## src/rtl/hdir_pkg.sv

```systemverilog
package hdir_pkg;
  typedef enum logic [1:0] {
    OP_RD  = 2'd0,
    OP_WR  = 2'd1,
    OP_INV = 2'd2,
    OP_EVT = 2'd3
  } op_e;

  typedef enum logic [1:0] {
    ST_I = 2'd0,
    ST_S = 2'd1,
    ST_E = 2'd2
  } dstate_e;

  typedef enum logic [1:0] {
    S_IDLE,
    S_LOOK,
    S_SEND,
    S_UP
  } fsm_e;
endpackage

```

## src/rtl/hdir_pick.sv

```systemverilog
module hdir_pick #(
  parameter int unsigned N = 4
) (
  input  logic [N-1:0] req_i,
  output logic [N-1:0] gnt_o
);
  // lowest index wins
  always_comb begin
    gnt_o = '0;
    for (int i = N - 1; i >= 0; i--) begin
      if (req_i[i]) begin
        gnt_o    = '0;
        gnt_o[i] = 1'b1;
      end
    end
  end
endmodule

```

## src/rtl/hdir_store.sv

```systemverilog
module hdir_store
  import hdir_pkg::*;
#(
  parameter int unsigned SETS = 16,
  parameter int unsigned WAYS = 2,
  parameter int unsigned TAGW = 4,
  parameter int unsigned NCH  = 4,
  localparam int unsigned IDXW = $clog2(SETS),
  localparam int unsigned WW   = (WAYS > 1) ? $clog2(WAYS) : 1
) (
  input  logic            clk_i,
  input  logic            rst_ni,
  input  logic [IDXW-1:0] idx_i,
  input  logic [TAGW-1:0] tag_i,
  output logic            hit_o,
  output logic [WW-1:0]   hit_way_o,
  output dstate_e         hit_state_o,
  output logic [NCH-1:0]  hit_pres_o,
  output logic            free_o,
  output logic [WW-1:0]   free_way_o,
  output logic [WW-1:0]   vic_way_o,
  output logic [TAGW-1:0] vic_tag_o,
  output logic [NCH-1:0]  vic_pres_o,
  input  logic            wr_i,
  input  logic [WW-1:0]   wr_way_i,
  input  dstate_e         wr_state_i,
  input  logic [TAGW-1:0] wr_tag_i,
  input  logic [NCH-1:0]  wr_pres_i
);
  dstate_e        st_q   [SETS][WAYS];
  logic [TAGW-1:0] tag_q [SETS][WAYS];
  logic [NCH-1:0] pres_q [SETS][WAYS];
  logic [WW-1:0]  ptr_q  [SETS];

  logic [WAYS-1:0] hit_vec, free_vec;

  for (genvar w = 0; w < WAYS; w++) begin : g_way
    assign hit_vec[w]  = (st_q[idx_i][w] != ST_I) && (tag_q[idx_i][w] == tag_i);
    assign free_vec[w] = (st_q[idx_i][w] == ST_I);
  end

  always_comb begin
    hit_way_o  = '0;
    free_way_o = '0;
    for (int w = WAYS - 1; w >= 0; w--) begin
      if (hit_vec[w])  hit_way_o  = WW'(w);
      if (free_vec[w]) free_way_o = WW'(w);
    end
  end

  assign hit_o       = |hit_vec;
  assign free_o      = |free_vec;
  assign hit_state_o = st_q[idx_i][hit_way_o];
  assign hit_pres_o  = pres_q[idx_i][hit_way_o];
  assign vic_way_o   = ptr_q[idx_i];
  assign vic_tag_o   = tag_q[idx_i][vic_way_o];
  assign vic_pres_o  = pres_q[idx_i][vic_way_o];

  always_ff @(posedge clk_i or negedge rst_ni) begin
    if (!rst_ni) begin
      for (int s = 0; s < SETS; s++) begin
        ptr_q[s] <= '0;
        for (int w = 0; w < WAYS; w++) st_q[s][w] <= ST_I;
      end
    end else if (wr_i) begin
      st_q[idx_i][wr_way_i] <= wr_state_i;
      // replacement pointer moves past the way just filled
      if (wr_state_i != ST_I)
        ptr_q[idx_i] <= (wr_way_i == WW'(WAYS - 1)) ? '0 : wr_way_i + 1'b1;
    end
  end

  always_ff @(posedge clk_i) begin
    if (wr_i) begin
      tag_q[idx_i][wr_way_i]  <= wr_tag_i;
      pres_q[idx_i][wr_way_i] <= wr_pres_i;
    end
  end
endmodule

```

## src/rtl/hdir_node.sv

```systemverilog
module hdir_node
  import hdir_pkg::*;
#(
  parameter int unsigned NCH  = 4,
  parameter int unsigned WAYS = 2,
  parameter int unsigned SETS = 16,
  parameter int unsigned AW   = 8,
  localparam int unsigned IDXW = $clog2(SETS),
  localparam int unsigned TAGW = AW - IDXW,
  localparam int unsigned CW   = (NCH > 1) ? $clog2(NCH) : 1,
  localparam int unsigned WW   = (WAYS > 1) ? $clog2(WAYS) : 1
) (
  input  logic              clk_i,
  input  logic              rst_ni,
  input  logic              par_in_valid_i,
  input  logic [1:0]        par_in_op_i,
  input  logic [AW-1:0]     par_in_addr_i,
  output logic              par_in_ready_o,
  input  logic [NCH-1:0]    chd_in_valid_i,
  input  logic [2*NCH-1:0]  chd_in_op_i,
  input  logic [AW*NCH-1:0] chd_in_addr_i,
  output logic [NCH-1:0]    chd_in_ready_o,
  output logic              par_out_valid_o,
  output logic [1:0]        par_out_op_o,
  output logic [AW-1:0]     par_out_addr_o,
  input  logic              par_out_ready_i,
  output logic [NCH-1:0]    chd_out_valid_o,
  output logic [1:0]        chd_out_op_o,
  output logic [AW-1:0]     chd_out_addr_o,
  input  logic [NCH-1:0]    chd_out_ready_i
);
  fsm_e            st_q;
  logic            from_par_q, vic_q, up_q;
  logic [CW-1:0]   src_q;
  op_e             op_q, mop_q, upop_q;
  logic [AW-1:0]   addr_q, maddr_q;
  logic [NCH-1:0]  mask_q;

  logic [IDXW-1:0] idx;
  logic [TAGW-1:0] tg;
  assign idx = addr_q[IDXW-1:0];
  assign tg  = addr_q[AW-1:IDXW];

  logic            hit, free;
  logic [WW-1:0]   hit_way, free_way, vic_way;
  dstate_e         hit_state;
  logic [NCH-1:0]  hit_pres, vic_pres;
  logic [TAGW-1:0] vic_tag;

  logic            l_wr, l_up, l_vic, l_alloc;
  logic [WW-1:0]   l_way;
  dstate_e         l_state;
  logic [NCH-1:0]  l_pres, l_mask;
  op_e             l_mop, l_upop;
  logic [AW-1:0]   l_maddr;

  hdir_store #(.SETS(SETS), .WAYS(WAYS), .TAGW(TAGW), .NCH(NCH)) u_store (
    .clk_i, .rst_ni,
    .idx_i(idx), .tag_i(tg),
    .hit_o(hit), .hit_way_o(hit_way), .hit_state_o(hit_state), .hit_pres_o(hit_pres),
    .free_o(free), .free_way_o(free_way),
    .vic_way_o(vic_way), .vic_tag_o(vic_tag), .vic_pres_o(vic_pres),
    .wr_i(l_wr && (st_q == S_LOOK)), .wr_way_i(l_way), .wr_state_i(l_state),
    .wr_tag_i(tg), .wr_pres_i(l_pres)
  );

  // child request arbitration
  logic [NCH-1:0] chd_gnt;
  logic [CW-1:0]  gnt_idx;
  hdir_pick #(.N(NCH)) u_arb (.req_i(chd_in_valid_i), .gnt_o(chd_gnt));

  always_comb begin
    gnt_idx = '0;
    for (int i = 0; i < NCH; i++) if (chd_gnt[i]) gnt_idx = CW'(i);
  end

  // lowest holder for forwarded reads
  logic [NCH-1:0] src_oh, others, sel_lo, tgt_oh, sib_oh;
  assign src_oh = NCH'(1) << src_q;
  assign others = hit_pres & ~src_oh;
  assign tgt_oh = NCH'(1) << addr_q[CW-1:0];
  assign sib_oh = (src_q == CW'(NCH - 1)) ? NCH'(1) : (NCH'(1) << (src_q + 1'b1));
  hdir_pick #(.N(NCH)) u_lo (.req_i(from_par_q ? hit_pres : others), .gnt_o(sel_lo));

  // next outgoing child message
  logic [NCH-1:0] send_gnt;
  hdir_pick #(.N(NCH)) u_send (.req_i(mask_q), .gnt_o(send_gnt));

  always_comb begin
    l_wr = 1'b0; l_way = hit_way; l_state = hit_state; l_pres = hit_pres;
    l_mask = '0; l_mop = OP_INV; l_maddr = addr_q; l_up = 1'b0; l_upop = op_q;
    l_vic = 1'b0; l_alloc = 1'b0;
    if (from_par_q) begin
      case (op_q)
        OP_RD: if (hit) begin
          l_mask = sel_lo; l_mop = OP_RD; l_wr = 1'b1; l_state = ST_S;
        end
        OP_WR, OP_INV: if (hit) begin
          l_mask = hit_pres; l_wr = 1'b1; l_state = ST_I;
        end
        default: begin
          l_mask = tgt_oh; l_mop = OP_EVT; l_state = ST_E;
          if (hit) begin l_wr = 1'b1; l_pres = hit_pres | tgt_oh; end
          else begin l_alloc = 1'b1; l_pres = tgt_oh; end
        end
      endcase
    end else begin
      case (op_q)
        OP_RD: begin
          if (hit && (others != '0)) begin
            l_mask = sel_lo; l_mop = OP_RD;
          end else begin
            l_up = 1'b1;
          end
          if (hit) begin l_wr = 1'b1; l_pres = hit_pres | src_oh; end
          else begin l_alloc = 1'b1; l_state = ST_S; l_pres = src_oh; end
        end
        OP_WR: begin
          l_mask = hit ? others : '0;
          l_up = !(hit && (hit_state == ST_E));
          l_state = ST_E; l_pres = src_oh;
          if (hit) l_wr = 1'b1;
          else l_alloc = 1'b1;
        end
        OP_INV: ;
        default: begin
          if (!hit) l_up = 1'b1;
          else if (others != '0) begin
            l_wr = 1'b1; l_pres = others;
          end else begin
            // last holder leaves: hand block to next child
            l_mask = sib_oh; l_mop = OP_EVT; l_wr = 1'b1; l_pres = sib_oh;
          end
        end
      endcase
    end
    if (l_alloc) begin
      if (free) begin
        l_wr = 1'b1; l_way = free_way;
      end else begin
        l_wr = 1'b1; l_way = vic_way; l_state = ST_I; l_pres = vic_pres;
        l_mask = vic_pres; l_mop = OP_INV; l_maddr = {vic_tag, idx};
        l_up = 1'b0; l_vic = 1'b1;
      end
    end
  end

  always_ff @(posedge clk_i or negedge rst_ni) begin
    if (!rst_ni) begin
      st_q <= S_IDLE; from_par_q <= 1'b0; vic_q <= 1'b0; up_q <= 1'b0;
      src_q <= '0; op_q <= OP_RD; mop_q <= OP_RD; upop_q <= OP_RD;
      addr_q <= '0; maddr_q <= '0; mask_q <= '0;
    end else begin
      case (st_q)
        S_IDLE: begin
          if (par_in_valid_i) begin
            from_par_q <= 1'b1; src_q <= '0;
            op_q <= op_e'(par_in_op_i); addr_q <= par_in_addr_i; st_q <= S_LOOK;
          end else if (|chd_in_valid_i) begin
            from_par_q <= 1'b0; src_q <= gnt_idx;
            op_q <= op_e'(chd_in_op_i[gnt_idx*2 +: 2]);
            addr_q <= chd_in_addr_i[gnt_idx*AW +: AW]; st_q <= S_LOOK;
          end
        end
        S_LOOK: begin
          mask_q <= l_mask; mop_q <= l_mop; maddr_q <= l_maddr;
          vic_q <= l_vic; up_q <= l_up; upop_q <= l_upop; st_q <= S_SEND;
        end
        S_SEND: begin
          if (mask_q == '0) begin
            vic_q <= 1'b0;
            st_q  <= vic_q ? S_LOOK : (up_q ? S_UP : S_IDLE);
          end else if (|(chd_out_valid_o & chd_out_ready_i)) begin
            mask_q <= mask_q & ~send_gnt;
          end
        end
        default: if (par_out_ready_i) st_q <= S_IDLE;
      endcase
    end
  end

  assign par_in_ready_o  = (st_q == S_IDLE);
  assign chd_in_ready_o  = ((st_q == S_IDLE) && !par_in_valid_i) ? chd_gnt : '0;
  assign chd_out_valid_o = (st_q == S_SEND) ? send_gnt : '0;
  assign chd_out_op_o    = mop_q;
  assign chd_out_addr_o  = maddr_q;
  assign par_out_valid_o = (st_q == S_UP);
  assign par_out_op_o    = upop_q;
  assign par_out_addr_o  = addr_q;
endmodule


```

## config.mk

```make
export PLATFORM = sky130hd
export DESIGN_NAME = hdir_node
export DESIGN_NICKNAME = d
export VERILOG_FILES = /design/src/rtl/hdir_pkg.sv /design/src/rtl/hdir_pick.sv /design/src/rtl/hdir_store.sv /design/src/rtl/hdir_node.sv
export SDC_FILE = /design/constraint.sdc
export NUM_CORES = 1
export LEC_CHECK = 0
export BUFFER_PORTS_ARGS = -buffer_cell sky130_fd_sc_hd__buf_2
export CAP_MARGIN = 10
export CORE_MARGIN = 4
export CORE_UTILIZATION = 40
export CTS_CLUSTER_DIAMETER = 80
export DETAILED_ROUTE_END_ITERATION = 10
export GPL_TIMING_DRIVEN = 0
export PLACE_DENSITY = 0.63
export SLEW_MARGIN = 20
export SYNTH_ARGS = -nofsm -noshare
export SYNTH_HDL_FRONTEND = slang
export SYNTH_SLANG_ARGS = --single-unit
```

## constraint.sdc

```tcl
create_clock -name clk_i -period 13.16 [get_ports clk_i]
set_clock_uncertainty 0.2 [all_clocks]
set_input_delay 0 -clock clk_i [delete_from_list [all_inputs] [get_ports clk_i]]
set_output_delay 0 -clock clk_i [all_outputs]
set_load 0.05 [all_outputs]
```

## Word level (Yosys, flattened, before mapping)

Memories as Yosys holds them, arrays and structs flattened.
Index checks and enable logic that the tools add are counted.

- Add/sub/neg operators: 2
- $lt $le $gt $ge: 6
- Equality and inequality tests: 13
- Shifts and indexed selects: 5
- Mux-type cells: 130
- Bitwise operators: 11
- Reductions and logical operators: 34

Operator list:

| operator | count |
|---|---|
| 4-bit two-way mux | 48 |
| 64-bit bitwise mux | 1 |
| 2-bit two-way mux | 27 |
| 8-bit two-way mux | 5 |
| 32-bit by 6-bit indexed part select with 8-bit output | 1 |
| 1-bit two-way mux | 31 |
| 4-bit case mux with 3 select lines | 2 |
| 4-bit binary-select mux with 4-bit select | 1 |
| 16-bit bitwise mux | 1 |
| 4-bit demux with 4-bit select | 1 |
| 2-bit case mux with 2 select lines | 4 |
| 4-bit case mux with 2 select lines | 2 |
| 4-bit bitwise AND | 3 |
| 1-bit by 2-bit << shifter with 4-bit output (first input constant) | 3 |
| 2-bit == test (second input constant) | 5 |
| 2-bit nonzero test | 5 |
| 4-bit == test | 2 |
| 1-bit logical AND | 8 |
| 2-bit logical NOT | 4 |
| 4-bit NOT | 2 |
| 4-bit bitwise OR | 2 |
| 4-bit nonzero test | 2 |
| 2-bit OR reduction | 4 |
| 4-bit OR reduction | 2 |
| 24 further kinds | 35 |

- Flip-flop bits (word level): 113
- Memory bits (writable): 256
- Bits of input ports: 62
- Output and inout bits: 30
- Memories kept: 2

Memory list:

| memory | depth | width | read ports | clocked after memory_dff | write ports | line | source |
|---|---|---|---|---|---|---|---|
| u_store.pres_q | 16 | 8 | 1 | 0 | 1 | hdir_store.sv:32 | `logic [NCH-1:0] pres_q [SETS][WAYS];` |
| u_store.tag_q | 16 | 8 | 1 | 0 | 1 | hdir_store.sv:31 | `logic [TAGW-1:0] tag_q [SETS][WAYS];` |

## Depth between registers and ports, before layout

Gate-level depths: netlist (run 1).

- Depth in word-level cells: 24
- Depth in mapped cells: 18
- Depth with buffers taken out: 11

## By module

A second synthesis (run 1) with hierarchy kept.

- Cell total of the unflattened synthesis: 1111
- Area, all modules: 17066.4 um^2

By module, submodules not included:

| module | instances | cells an instance | area each (um^2) |
|---|---|---|---|
| hdir_store | 1 | 735 | 14059.7 |
| hdir_node | 1 | 364 | 2890.3 |
| hdir_pick | 3 | 4 | 38.8 |

## Worst setup path after synthesis (run 1)

Ideal clock, no wire load.

- Path type: register to register
- Start point: reg addr_q[1] (netlist: par_out_addr_o[1])
- End point: mem u_store.pres_q[0][1] (netlist bit) (data pin)
- Library setup time: 0.454 ns
- Arrival time: 4.533 ns
- Required time: 12.506 ns
- Path slack: 7.973 ns
- Cell stages (with the launch flop): 15
- Buffers on the path: 5
- Cells stage by stage: dfrtp_1 > buf_6 > buf_4 > buf_4 > buf_4 > buf_2 > mux4_2 > mux4_2 > or4_1 > o41ai_1 > or3_1 > mux2i_1 > o31ai_1 > a21oi_1 > o21ai_0

- Cells in the longest elaborated chain, start to end: 20

Ends and longest elaborated chain:

| what | line | source |
|---|---|---|
| start, declared | hdir_node.sv:36 | `logic [AW-1:0] addr_q, maddr_q;` |
| start signal, assigned | hdir_node.sv:152 | `addr_q <= '0; maddr_q <= '0; mask_q <= '0;` |
| start signal, assigned | hdir_node.sv:158 | `op_q <= op_e'(par_in_op_i); addr_q <= par_in_addr_i; st_q <= S_LOOK;` |
| start signal, assigned | hdir_node.sv:162 | `addr_q <= chd_in_addr_i[gnt_idx*AW +: AW]; st_q <= S_LOOK;` |
| 4-bit NOT with 5-bit output (implied by the code) | hdir_store.sv:38, hdir_store.sv:39, hdir_store.sv:55 |  |
| 4-bit binary-select mux with 4-bit select | hdir_store.sv:38, hdir_store.sv:39 |  |
| 4-bit two-way mux (implied by the code) (2 in a row) | hdir_store.sv:38, hdir_store.sv:39 |  |
| 2-bit nonzero test | hdir_store.sv:38 | `assign hit_vec[w] = (st_q[idx_i][w] != ST_I) && (tag_q[idx_i][w] == tag_i);` |
| 1-bit logical AND | hdir_store.sv:38 |  |
| 1-bit two-way mux (2 in a row) | hdir_store.sv:46 | `if (hit_vec[w]) hit_way_o = WW'(w);` |
| 1-bit NOT with 2-bit output (implied by the code) | hdir_store.sv:54 | `assign hit_pres_o = pres_q[idx_i][hit_way_o];` |
| 4-bit two-way mux (implied by the code) (3 in a row) | hdir_store.sv:54 |  |
| 4-bit bitwise AND | hdir_node.sv:80 | `assign others = hit_pres & ~src_oh;` |
| 4-bit nonzero test | hdir_node.sv:128 | `else if (others != '0) begin` |
| 4-bit two-way mux | hdir_node.sv:128 |  |
| 4-bit two-way mux | hdir_node.sv:127 | `if (!hit) l_up = 1'b1;` |
| 4-bit case mux with 3 select lines | hdir_node.sv:108 | `case (op_q)` |
| 4-bit two-way mux | hdir_node.sv:93 | `if (from_par_q) begin` |
| 4-bit two-way mux | hdir_node.sv:138 | `if (free) begin` |
| 4-bit two-way mux * | hdir_node.sv:137 | `if (l_alloc) begin` |
| net l_pres[1] | hdir_node.sv:53 | `logic [NCH-1:0] l_pres, l_mask;` |
| end, declared | hdir_store.sv:32 |  |

Mark *: on every way through the listed nets, which the timed path passes. The rest lies on a longest branch. The select of a mux whose other input is x is not followed.

## Final worst setup path (run 1)

- Start point: reg addr_q[3] (netlist: par_out_addr_o[3])
- End point: reg u_store.st_q[48] (netlist bit)

- Cells in the longest elaborated chain, start to end: 19

Ends and longest elaborated chain:

| what | line | source |
|---|---|---|
| 4-bit NOT with 5-bit output (implied by the code) | - |  |
| 4-bit binary-select mux with 4-bit select | hdir_store.sv:38, hdir_store.sv:39, hdir_store.sv:53 |  |
| 4-bit two-way mux (implied by the code) (2 in a row) | hdir_store.sv:38, hdir_store.sv:39, hdir_store.sv:53 |  |
| 2-bit nonzero test | hdir_store.sv:38 |  |
| 1-bit logical AND | hdir_store.sv:38 |  |
| 2-bit OR reduction | hdir_store.sv:51 | `assign hit_o = \|hit_vec;` |
| 1-bit two-way mux | hdir_node.sv:103, hdir_node.sv:115, hdir_node.sv:122 |  |
| 1-bit two-way mux (on tied branches) | - |  |
| [2 not listed] | - |  |
| 1-bit NOT with 2-bit output (implied by the code) | hdir_store.sv:66 | `st_q[idx_i][wr_way_i] <= wr_state_i;` |
| 2-bit >= comparator (implied by the code) / 2-bit by 1-bit less-than comparator with 1-bit output (equally long branches) | hdir_store.sv:66 |  |
| 1-bit logical AND (implied by the code) | hdir_store.sv:66 |  |
| 2-bit two-way mux (implied by the code) | hdir_store.sv:66 |  |
| 2-bit demux with 1-bit select | hdir_store.sv:66 |  |
| 4-bit two-way mux (implied by the code) | hdir_store.sv:66 |  |
| 4-bit demux with 4-bit select | hdir_store.sv:66 |  |
| 64-bit bitwise mux | hdir_store.sv:66 |  |
| end signal, assigned by index | hdir_store.sv:66 |  |
| end, declared | hdir_store.sv:30 | `dstate_e st_q [SETS][WAYS];` |

Parallel ways exist; a longest one is shown, timed or not. The select of a mux whose other input is x is not followed.
A chain may end at the register's enable or synchronous reset.

==> results of run 1 <==
[layout by cell type (no fill, tap or decap), types with 6 or more instances in the layout]
cell type      instances
edfxtp_1             256
dfrtp_1              109
buf_2                108
mux4_2                96
mux2_2                76
nand2_1               63
mux2i_1               49
nor2_1                42
o21ai_0               41
clkbuf_16             40
clkbuf_1              34
dlygate4sd3_1         34
nor2_2                32
a21oi_1               22
inv_1                 21
mux2_1                15
buf_4                 14
a211oi_2              12
clkinv_1              10
buf_6                 10
nor3_1                10
nand3_1                9
a31oi_1                9
a211oi_1               9
nor2b_1                8
o211ai_1               8
ha_1                   8
and2_1                 7
mux4_1                 7
o31ai_1                7
or2_2                  7
nor4_1                 6
a22o_1                 6
[state kept, by name (all words and copies together) (netlist names)]
signal	count
st_q	2
u_store.pres_q	128
par_out_op_o	2
l_upop	2
vic_q	1
up_q	1
u_store.ptr_q	16
src_q	2
chd_out_op_o	2
u_store.tag_q	128
chd_out_addr_o	8
mask_q	4
u_store.st_q	64
from_par_q	1
par_out_addr_o	8
[per-stage QoR]
stage | cell area (um^2) | hold WS (ps) | instances | power, mW | util, %
after global routing | 20400 | 207 | 1877 | 5.33 | 48.1
after floorplan | 17200 | -496 | 1097 | 3.18 | -
final | 20400 | 155 | 1877 | 5.08 | 48.1
after detailed placement | 18700 | -203 | 1771 | 3.97 | 44.2
after CTS | 20400 | 182 | 1877 | 5.09 | 48.1
after global placement | 18400 | 103 | 1764 | 3.84 | 43.5
[power breakdown]
part	leakage (nW)	switching (mW)	internal (mW)
clock network	0.620	0.467	0.639
logic	3.05	1.42	0.829
registers	3.82	0.140	1.59
[critical path, stage by stage (launching register included)]
cell and delay [ps]:
dfrtp_1 370, buf_2 270, clkbuf_1 560, nor2b_1 620
a22oi_1 370, nand2_1 260, o21ai_2 120, or4b_4 500
buf_6 160, o21ai_2 200, mux2i_1 390, nand4_1 290
buf_2 360, nor2_2 680, mux2_2 410
[kinds of logic after synthesis]
logic type	share of synthesized area [%]
flip-flops	61.0
multiplexers	22.4
AND/OR/NAND/NOR	5.71
AO/OA/AOI/OAI	6.99
buffers and inverters	2.95
adder cells (fa/ha/maj)	0.580
XOR/XNOR	0.399
[worst max path at each step]
stage,from,to,cells after the start
2_1_floorplan,par_out_addr_o[1],u_store.pres_q[0][1],14
3_3_place_gp,par_out_addr_o[0],u_store.pres_q[10][1],13
3_5_place_dp,par_out_addr_o[1],u_store.st_q[63],16
4_1_cts,par_out_addr_o[1],u_store.st_q[6],16
5_1_grt,par_out_addr_o[1],u_store.st_q[38],16
6_report,par_out_addr_o[3],u_store.st_q[48],14
[routing by layer]
layer / track usage (%) / vias to the layer above / share of wire, %
met5: 0 / - / 0
met3: 4.46 / 74 / 7.1
met1: 28.7 / 5662 / 43
met2: 32.6 / 383 / 48
met4: 4.53 / 0 / 2.1
li1: - / 4688 / -
[area by class of cell]
cell class,instances,area [um^2],share of cell area (%)
clock buffers,50,1070,5.25
well taps,577,722,3.54
inverters,22,82.6,0.405
repair buffers,132,976,4.79
plain buffers,73,427,2.09
flip-flops and latches,369,10500,51.7
clock inverters,21,220,1.08
multi-input cells,633,6350,31.2
==> results.sh, run 1 <==
export IMPL_antenna_left=0
export IMPL_critPathArrivalTime_ps=6120
export IMPL_status="complete, no violations"
export IMPL_worstReg2RegStart="par_out_addr_o[3]"
export IMPL_grt_max_degree=65
export IMPL_ctsLongestPathBuffers=3
export IMPL_die_width_um=216
export IMPL_area_growth_synth_to_final_pct=18.1
export IMPL_min_period_ps=5880
export IMPL_worstMarginPinSlew_ps=1140
export IMPL_r2r_end="u_store.st_q[48]"
export IMPL_synth_edff_count=256
export IMPL_postCtsHoldBufs=35
export IMPL_grt_ovfl_total=0
export IMPL_num_rows=75
export IMPL_cts_tree="done"
export IMPL_ioPinCount=92
export IMPL_syn_nets=1167
export IMPL_clock_latency_ps=560
export IMPL_synth_area_um2=17200
export IMPL_clkSinkCount=369
export IMPL_coreArea_um2=42300
export IMPL_synthFlopType="edfxtp_1"
export IMPL_yosys_warnings=0
export IMPL_yosysMostFrequentCell="edfxtp_1"
export IMPL_pre_cts_ws_ps=7050
export IMPL_end_kind="flop"
export IMPL_r2r_slack_ps=7280
export IMPL_synthArstFlopShare_pct=30.6
export IMPL_place_congestion=0.884
export IMPL_drive_gt1_share_pct=33.5
export IMPL_drtIter0Drc=1027
export IMPL_grt_pass1_vias=11100
export IMPL_htree_num_levels=2
export IMPL_dp_hpwl_um=31700
export IMPL_antenna_found_initial=0
export IMPL_hold_viol=0
export IMPL_cts_inserted_buffers=40
export IMPL_setup_viol=0
export IMPL_ys_ff_latch=369
export IMPL_grt_pass1_wl_um=71900
export IMPL_hold_end="src_q[0]"
export IMPL_ys_top_cells_by_area="edfxtp_1 (45%), dfrtp_1 (16%), mux4_2 (13%)"
export IMPL_wl_per_cell_um=25.3
export IMPL_via_per_inst=5.76
export IMPL_path_max_fanout=10
export IMPL_p_per_area_nw_per_um2=250
export IMPL_vdd_drop_max_v=0.000122
export IMPL_vias=10800
export IMPL_netlist_instances=1097
export IMPL_hp_class="in2reg"
export IMPL_fin_ws_ps=7280
export IMPL_diodes=0
export IMPL_synth_top_area_share_pct=44.6
export IMPL_portBuffers=90
export IMPL_synth_common_cells="edfxtp_1 (256), dfrtp_1 (113), mux4_2 (96)"
export IMPL_ctsResizeCount=0
export IMPL_die_area_um2=46500
export IMPL_drc=0
export IMPL_firstDrtPassIters=8
export IMPL_post_cts_repair_setup_buffers=0
export IMPL_fin_nets=1341
export IMPL_post_route_period_util_pct=44.7
export IMPL_slew_violations=0
export IMPL_grt_usage_pct=20.3
export IMPL_start_util_pct=40.7
export IMPL_critPathKind="reg2reg"
export IMPL_ys_types=76
export IMPL_worstPathRequired_ps=13400
export IMPL_rr_worst_depth=14
export IMPL_n_fill_cell=3623
export IMPL_die_y_um=216
export IMPL_max_cap_violations=0
export IMPL_hold_depth=4
export IMPL_setup_tns_ps=0
export IMPL_synth_top_area_cell="edfxtp_1"
export IMPL_start_kind="flop"
export IMPL_wirelength_um=47500
export IMPL_cts_root_buf="clkbuf_16"
export IMPL_min_from="chd_in_valid_i[1]"
export IMPL_p_leak_nw=7.49
export IMPL_clkSlewWorstSetupHoldPaths_ps=60
export IMPL_ys_seq_area_share_pct=61.0
export IMPL_rsz0062_at_grt="no"
export IMPL_slew_headroom_pct=24.0
export IMPL_timing_fmax_mhz=170
export IMPL_syn_area_per_cell_um2=15.7
Note: power is estimated with default switching activity, not from simulation.
==> inputs of run 2 (changes only) <==
==> constraint.sdc (replaced) <==
create_clock -name clk_i -period 5.6 [get_ports clk_i]
set_clock_uncertainty 0.2 [all_clocks]
set_input_delay 0 -clock clk_i [delete_from_list [all_inputs] [get_ports clk_i]]
set_output_delay 0 -clock clk_i [all_outputs]
set_load 0.05 [all_outputs]
==> run 2 against run 1 <==
  * Flip-flop and latch count is the same
  * Sequential share of layout area shrank 1.5 points
  * Cell count grew 2.2%
  * Global-route usage grew 0.089 points
  * Wire length grew 2.9%
  * Largest power group unchanged
  * Clock power grew 130%
  * Setup slack lost 7100 ps
  * Non-clock buffer count grew 40
==> results.sh, run 2 (synthesis gave the netlist of run 1 again) <==
export IMPL_status="complete, no violations"
export IMPL_setup_viol=0
export IMPL_worstMarginPinSlew_ps=1160
export IMPL_antenna_found_initial=0
export IMPL_diodes=0
export IMPL_rr_worst_depth=16
export IMPL_coreArea_um2=42300
export IMPL_clock_latency_ps=560
export IMPL_worstPathRequired_ps=5660
export IMPL_post_route_period_util_pct=97.2
export IMPL_vdd_drop_max_v=0.000284
export IMPL_grt_pass1_vias=11100
export IMPL_firstDrtPassIters=8
export IMPL_cpMaxStageDelayCell="mux4_2"
export IMPL_p_leak_nw=7.75
export IMPL_hold_viol=0
export IMPL_crit_path_max_incr_delay_ps=560
export IMPL_grt_max_degree=65
export IMPL_drtIter0Drc=1115
export IMPL_pre_cts_ws_ps=-513
export IMPL_cp_common_cell="buf_4"
export IMPL_end_kind="flop"
export IMPL_fin_ws_ps=159
export IMPL_grt_usage_pct=20.4
export IMPL_layout_common_cells="edfxtp_1 (256), dfrtp_1 (109), buf_2 (106)"
export IMPL_r2r_slack_ps=160
export IMPL_vias=11100
export IMPL_min_period_ps=5440
export IMPL_die_width_um=216
export IMPL_num_rows=75
export IMPL_ctsLongestPathBuffers=3
export IMPL_start_kind="flop"
export IMPL_drc=0
export IMPL_p_per_area_nw_per_um2=579
export IMPL_wl_per_cell_um=25.5
export IMPL_cts_root_buf="clkbuf_16"
export IMPL_drive_gt1_share_pct=36.3
export IMPL_final_common_cell="edfxtp_1"
export IMPL_dp_cells=1771
export IMPL_slew_headroom_pct=22.5
export IMPL_antenna_left=0
export IMPL_dp_hpwl_um=31700
export IMPL_max_cap_violations=0
export IMPL_via_per_inst=5.80
export IMPL_final_util_pct=49.5
export IMPL_cp_cell_sequence="buf_6, buf_4, buf_4, buf_4, buf_6, buf_2, buf_4, mux4_2, mux4_2, nor2_1, nor3_1, o21ai_1, buf_4, nand2_1, nor2_4, buf_4"
export IMPL_hp_class="in2reg"
export IMPL_critPathCapture="u_store.tag_q[12][6]"
export IMPL_die_area_um2=46500
export IMPL_start_util_pct=40.7
export IMPL_htree_num_levels=2
export IMPL_fin_cells=1918
export IMPL_area_growth_synth_to_final_pct=21.5
export IMPL_worstReg2RegStart="par_out_addr_o[1]"
export IMPL_die_y_um=216
export IMPL_timing_fmax_mhz=184
export IMPL_clkSlewWorstSetupHoldPaths_ps=60
export IMPL_n_fill_cell=3545
export IMPL_grt_ovfl_total=0
export IMPL_critPathKind="reg2reg"
export IMPL_place_congestion=0.884
export IMPL_clkSinkCount=369
export IMPL_slew_violations=0
export IMPL_r2r_end="u_store.tag_q[12][6]"
export IMPL_startpoint="par_out_addr_o[1]"
export IMPL_critPathArrivalTime_ps=5500
export IMPL_fin_nets=1382
export IMPL_grt_pass1_wl_um=72100
export IMPL_wirelength_um=48800
export IMPL_cts_inserted_buffers=40
export IMPL_ioPinCount=92
export IMPL_portBuffers=90
export IMPL_cts_tree="done"
export IMPL_largestRegisters="u_store.pres_q (128), u_store.tag_q (128), u_store.st_q (64)"
export IMPL_path_max_fanout=10
-- run 2: changes by cell type in the layout (fill, tap and decap cells not counted), sizes merged --
cell and delta:
buf +38, clkbuf +2, o21ai +1
-- run 2: worst min path at each step --
stage	startpoint	endpoint	cells past startpoint	slack (ps)
after floorplan	rst_ni	chd_out_addr_o[0]	0	-500
after global placement	par_in_addr_i[7]	par_out_addr_o[7]	3	100
after detailed placement	rst_ni	par_out_addr_o[3]	1	-200
after CTS	chd_in_valid_i[0]	chd_in_ready_o[1]	3	180
after global routing	chd_in_valid_i[0]	chd_in_ready_o[1]	3	210
final	chd_in_valid_i[1]	src_q[0]	4	150
-- run 2: where the power goes --
part	internal (mW)	switching, mW
Combinational	2.00	3.48
Clock	1.50	1.10
Sequential	3.72	0.329
-- run 2: metrics by stage --
stage | cell area [um^2] | hold slack, ps | TNS, ps | total power, mW
after floorplan | 17200 | -496 | 0 | 7.46
after global placement | 18400 | 103 | -269370 | 9.03
after detailed placement | 18700 | -203 | -29830 | 9.32
after CTS | 20500 | 182 | -38.9 | 12.0
after global routing | 21000 | 207 | -515 | 12.7
final | 21000 | 148 | 0 | 12.1
-- run 2: final cells by class --
class / count / area, um^2 / area share, %
clock buffers: 50 / 1070 / 5.10
repair buffers: 172 / 1390 / 6.63
plain buffers: 73 / 435 / 2.08
flip-flops and latches: 369 / 10500 / 50.2
inverters: 22 / 82.6 / 0.394
multi-input cells: 634 / 6520 / 31.1
well taps: 577 / 722 / 3.44
clock inverters: 21 / 220 / 1.05
-- run 2: worst max-delay path: cells and delay by family, from the launching register on --
family	cells	cell delay (ps)
AO/OA/AOI/OAI	1	460
buffers and inverters	9	2320
flip-flops	1	370
multiplexers	2	930
AND/OR/NAND/NOR	4	810
-- run 2: routing by layer --
| metal | GRT usage [%] | wire, um |
|---|---|---|
| met1 | 28.6 | 20400 |
| met4 | 4.44 | 1170 |
| met2 | 32.9 | 23200 |
| met3 | 4.64 | 4040 |
| met5 | 0 | 0 |
-- run 2: repair_timing --
action | in CTS | in global routing
cloned | 0 | 1
resized for setup | 28 | 23
setup buffers | 0 | 40
hold buffers | 35 | 0
setup endpoints to repair | 181 | 237
pin swaps | 0 | 12
hold endpoints to repair | 130 | 0
